$ cat src/rtl/lpm_ctrl.sv
module lpm_ctrl #(
  parameter int CNT_W = 8
) (
  input  logic             clk,
  input  logic             rst_n,
  input  logic             hw_rst,
  input  logic             ctl_wr,
  input  logic [1:0]       ctl_wdata,
  input  logic             irq_pending,
  input  logic [1:0]       ext_n,
  input  logic [1:0]       ext_en,
  input  logic [1:0]       ext_level,
  input  logic             ext_prog,
  input  logic [CNT_W-1:0] stable_cycles,
  output logic [1:0]       ctl_q,
  output logic             cpu_hold,
  output logic             periph_clk_en,
  output logic             osc_run,
  output logic             strobe_ovr,
  output logic             strobe_lvl,
  output logic             port0_float,
  output logic             port2_addr,
  output logic             ram_wr_block
);

  typedef enum logic [2:0] {S_RUN, S_IDLE, S_PD, S_WARM, S_RBLK} st_t;

  st_t             st, nxt;
  logic [CNT_W-1:0] cnt;
  logic             wake_low, ready, req_ok;

  assign wake_low = |(~ext_n & ext_en & ext_level);
  assign ready    = (cnt == stable_cycles);
  assign req_ok   = ctl_wr && !hw_rst;

  always_comb begin
    nxt = st;
    case (st)
      S_RUN:  if (req_ok && ctl_wdata[1]) nxt = S_PD;
              else if (req_ok && ctl_wdata[0]) nxt = S_IDLE;
      S_IDLE: if (hw_rst) nxt = S_RBLK;
              else if (irq_pending) nxt = S_RUN;
      S_PD:   if (hw_rst) nxt = S_RUN;
              else if (wake_low) nxt = S_WARM;
      S_WARM: if (hw_rst || (ready && !wake_low)) nxt = S_RUN;
      S_RBLK: if (!hw_rst) nxt = S_RUN;
      default: nxt = S_RUN;
    endcase
  end

  always_ff @(posedge clk or negedge rst_n) begin
    if (!rst_n) begin
      st    <= S_RUN;
      ctl_q <= 2'b00;
      cnt   <= '0;
    end else begin
      st <= nxt;
      if (st == S_RUN && nxt != S_RUN) ctl_q <= ctl_wdata;
      else if (nxt == S_RUN)           ctl_q <= 2'b00;
      if (st != S_WARM)  cnt <= '0;
      else if (!ready)   cnt <= cnt + 1'b1;
    end
  end

  assign cpu_hold      = (st != S_RUN);
  assign periph_clk_en = (st == S_RUN) || (st == S_IDLE) || (st == S_RBLK);
  assign osc_run       = (st != S_PD);
  assign strobe_ovr    = (st == S_IDLE) || (st == S_PD) || (st == S_WARM);
  assign strobe_lvl    = (st == S_IDLE);
  assign port0_float   = ext_prog && strobe_ovr;
  assign port2_addr    = ext_prog && (st == S_IDLE);
  assign ram_wr_block  = hw_rst && ((st == S_IDLE) || (st == S_RBLK));

endmodule

$ cat config.mk
export PLATFORM = sky130hd
export DESIGN_NAME = lpm_ctrl
export DESIGN_NICKNAME = d
export VERILOG_FILES = /design/src/rtl/lpm_ctrl.sv
export SDC_FILE = /design/constraint.sdc
export NUM_CORES = 1
export LEC_CHECK = 0
export BUFFER_PORTS_ARGS = -buffer_cell sky130_fd_sc_hd__buf_2
export CAP_MARGIN = 15
export CORE_UTILIZATION = 48
export CTS_CLUSTER_SIZE = 12
export DETAILED_ROUTE_END_ITERATION = 8
export PLACE_DENSITY = 0.78
export SKIP_LAST_GASP = 1
export SLEW_MARGIN = 20
export SYNTH_ARGS = -nofsm -noshare
export SYNTH_HDL_FRONTEND = slang
export SYNTH_SLANG_ARGS = --single-unit
$ cat constraint.sdc
create_clock -name clk -period 2 [get_ports clk]
set_clock_uncertainty 0.2 [all_clocks]
set_input_delay 0.1 -clock clk [delete_from_list [all_inputs] [get_ports clk]]
set_output_delay 0.1 -clock clk [all_outputs]
set_load 0.005 [all_outputs]
==> run_summary.xml <==
<?xml version="1.0" encoding="UTF-8"?>
<metrics>
  <group name="logic_synthesis">
    <metric name="yosys_register_bits" unit="">13</metric>
    <metric name="dominantRegCellSynth" unit="">sky130_fd_sc_hd__dfrtp_1</metric>
    <metric name="synth-async-reset-ratio" unit="">1.00</metric>
    <metric name="syn_area_per_cell" unit="um2">8.67</metric>
    <metric name="synth.cell_area" unit="um2">867</metric>
    <metric name="ys_warn_count" unit="">0</metric>
    <metric name="synth_cells" unit="">100</metric>
    <metric name="ys_seq_area_frac" unit="">0.375</metric>
    <metric name="netlist-cell-type-count" unit="">31</metric>
    <metric name="synth_enable_flop_cells" unit="">0</metric>
    <metric name="postSynthNetCount" unit="">123</metric>
  </group>
  <group name="placed_design">
    <metric name="io_buffer_count" unit="">31</metric>
    <metric name="place_hpwl" unit="um">1370</metric>
    <metric name="gpl.final_weighted_congestion" unit="">0.867</metric>
  </group>
  <group name="cells_and_area">
    <metric name="final_nets" unit="">159</metric>
    <metric name="layout.filler_cells" unit="">132</metric>
    <metric name="area_growth_synth_to_finish" unit="%">26.1</metric>
    <metric name="mostFrequentLayoutCells" unit="">31 x sky130_fd_sc_hd__buf_2, 13 x sky130_fd_sc_hd__nand2_1, 13 x sky130_fd_sc_hd__dfrtp_1, 12 x sky130_fd_sc_hd__nor2_1, 10 x sky130_fd_sc_hd__xnor2_1</metric>
    <metric name="final_core_util" unit="">0.686</metric>
    <metric name="drive_above_1_share" unit="">0.289</metric>
    <metric name="antennaDiodeCount" unit="">0</metric>
    <metric name="mostFrequentLayoutCell" unit="">sky130_fd_sc_hd__buf_2</metric>
  </group>
  <group name="detailed_routing">
    <metric name="detail_route.iter0.violations" unit="">10</metric>
    <metric name="num_vias" unit="">811</metric>
    <metric name="drc_errors" unit="">0</metric>
    <metric name="routed_via_density" unit="">5.10</metric>
    <metric name="avgRoutedWirePerCell" unit="um">10.9</metric>
    <metric name="dr.pass1.iters" unit="">4</metric>
    <metric name="wl" unit="um">1740</metric>
    <metric name="antenna_violating_nets_post_route" unit="">0</metric>
  </group>
  <group name="floorplanning">
    <metric name="start_util" unit="">0.544</metric>
    <metric name="fp.dieW" unit="um">44.5</metric>
    <metric name="io_pins" unit="">32</metric>
    <metric name="core-area" unit="um2">1590</metric>
    <metric name="die_area" unit="um2">1980</metric>
    <metric name="vert_die_dim" unit="um">44.5</metric>
    <metric name="num_rows" unit="">14</metric>
  </group>
  <group name="global_route">
    <metric name="grt_first_pass_wirelength" unit="um">3030</metric>
    <metric name="grt_antenna_before_repair" unit="">0</metric>
    <metric name="grt_max_degree" unit="">14</metric>
    <metric name="grt-ovfl-total" unit="">0</metric>
    <metric name="track_usage" unit="">0.210</metric>
    <metric name="first_global_vias" unit="">757</metric>
  </group>
  <group name="sta">
    <metric name="achievable-frequency" unit="GHz">0.551</metric>
    <metric name="worst_hold_slack" unit="ns">0.0355</metric>
    <metric name="report.final.slew_viol_count" unit="">0</metric>
    <metric name="final.setup.tns" unit="ns">0</metric>
    <metric name="hold_violations" unit="">0</metric>
    <metric name="final.period_utilization" unit="">0.908</metric>
    <metric name="timing_worst_slew_pin_value" unit="ns">0.366</metric>
    <metric name="period_minus_slack" unit="ns">1.82</metric>
    <metric name="rsz0062_at_grt" unit="">no</metric>
    <metric name="timing.slew.headroom" unit="">0.756</metric>
    <metric name="finalSetupViolCount" unit="">0</metric>
  </group>
  <group name="clocking">
    <metric name="cts_max_path_buffers" unit="">2</metric>
    <metric name="cts_post_setup_buffers_inserted" unit="">0</metric>
    <metric name="cts-root-buf" unit="">sky130_fd_sc_hd__clkbuf_4</metric>
    <metric name="worstSkewPairLatency" unit="ns">0.27</metric>
    <metric name="tritoncts.num_buffers" unit="">3</metric>
    <metric name="h-tree-depth" unit="">1</metric>
    <metric name="cts.sinks" unit="">13</metric>
    <metric name="cts_tree" unit="">built</metric>
    <metric name="clk_transition_reported_paths" unit="ns">0.08</metric>
  </group>
  <group name="power_and_ir_drop">
    <metric name="power_density" unit="nW/um2">523</metric>
    <metric name="leakagePower" unit="nW">0.530</metric>
    <metric name="worst_ir_drop_vdd" unit="mV">0.391</metric>
    <metric name="totalPowerFinal" unit="mW">0.572</metric>
  </group>
  <group name="min_path">
    <metric name="hold_class" unit="">in -&gt; async</metric>
  </group>
  <group name="flow_run">
    <metric name="maxCapViolCount" unit="">0</metric>
  </group>
  <group name="critical_path">
    <metric name="critical_path_required" unit="ns">1.95</metric>
    <metric name="critical_path.endpoint_type" unit="">register</metric>
    <metric name="critical_path_peak_fanout" unit="">6</metric>
    <metric name="worstSetupStartpointType" unit="">register</metric>
    <metric name="path_class" unit="">reg -&gt; reg</metric>
    <metric name="worstPathArrival" unit="ns">1.76</metric>
  </group>
  <group name="status">
    <metric name="result_of_the_run" unit="">complete, no violations</metric>
  </group>
</metrics>
## through the flow
stage,area [um2],setup WS [ns],cells
2_1_floorplan,867,0.274,100
3_3_place_gp,1030,0.165,152
3_5_place_dp,1030,0.132,152
4_1_cts,1090,0.120,159
5_1_grt,1090,0.0510,159
6_report,1090,0.184,159
## sequential cells by signal, indices dropped and copies added (netlist names)
| name | flops |
|---|---|
| cnt | 8 |
| st | 3 |
| ctl_q | 2 |
## final cells by class
| cell class | instances | area, um2 | area share |
|---|---|---|---|
| Sequential cell | 13 | 325 | 0.297 |
| Inverter | 4 | 15.0 | 0.0137 |
| Tap cell | 24 | 30.0 | 0.0275 |
| Multi-Input combinational cell | 79 | 504 | 0.461 |
| Clock buffer | 4 | 26.3 | 0.0240 |
| Timing Repair Buffer | 35 | 193 | 0.176 |
## critical path, stage by stage (launching register included)
cell	delay, ns
sky130_fd_sc_hd__dfrtp_1	0.42
sky130_fd_sc_hd__xnor2_1	0.16
sky130_fd_sc_hd__nand4_1	0.17
sky130_fd_sc_hd__or2_4	0.33
sky130_fd_sc_hd__a221oi_4	0.31
sky130_fd_sc_hd__a21oi_1	0.10
## timing repair
action / in CTS / in global routing
hold buffers: 3 / 0
endpoints found under the setup margin: 0 / 2
hold endpoints to repair: 16 / 0
gates resized for setup: 0 / 1
## kinds of logic after synthesis
| family | count (synthesis) | synth area share |
|---|---|---|
| DFF | 13 | 0.375 |
| AOI/OAI and AO/OA | 15 | 0.130 |
| xor gates and xnor gates | 12 | 0.121 |
| and+or+nand+nor | 47 | 0.267 |
| buffers and inverters | 8 | 0.0462 |
| adders and majority gates | 1 | 0.0144 |
| muxes | 4 | 0.0462 |
## where the power goes
group / internal (mW) / total [mW] / leakage, nW / switching (mW)
logic: 0.0653 / 0.126 / 0.335 / 0.0604
registers: 0.272 / 0.288 / 0.180 / 0.0162
clock network: 0.0772 / 0.159 / 0.0150 / 0.0816
## Yosys cell counts (2+ instances only)
cell type	instances	area [um2]
sky130_fd_sc_hd__and2_1	2	12.5
sky130_fd_sc_hd__nor2b_1	2	12.5
sky130_fd_sc_hd__nand2b_1	3	18.8
sky130_fd_sc_hd__buf_2	2	10.0
sky130_fd_sc_hd__nor2_1	12	45.0
sky130_fd_sc_hd__xor2_1	2	17.5
sky130_fd_sc_hd__nand4_1	2	12.5
sky130_fd_sc_hd__nor3_1	5	25.0
sky130_fd_sc_hd__inv_1	4	15.0
sky130_fd_sc_hd__o21ai_0	2	10.0
sky130_fd_sc_hd__a31o_2	2	17.5
sky130_fd_sc_hd__a21oi_1	7	35.0
sky130_fd_sc_hd__xnor2_1	10	87.6
sky130_fd_sc_hd__nand2_1	13	48.8
sky130_fd_sc_hd__mux2i_1	4	40.0
sky130_fd_sc_hd__dfrtp_1	13	325
## worst paths after layout
check | start | end | slack [ns] | cells past startpoint
setup / recovery | cnt[6] | ctl_q[0] | 0.18 | 5
hold / removal | rst_n | cnt[4] | 0.04 | 2
setup reg to reg | cnt[6] | ctl_q[0] | 0.18 | 5
hold reg to reg | ctl_q[1] | ctl_q[1] | 0.36 | 2
max in group asynchronous | rst_n | cnt[5] | 1.33 | 2
min in group clk | ctl_wr | st[1] | 0.09 | 4
## layer usage
layer  vias to the layer above  GRT usage  wire length, um
met5                         -          0                0
li1                        410          -                -
met4                         0     0.0909               22
met3                         4     0.0367               73
met1                       366      0.252              821
met2                        31      0.365              823
(Power assumes the default switching activity.)
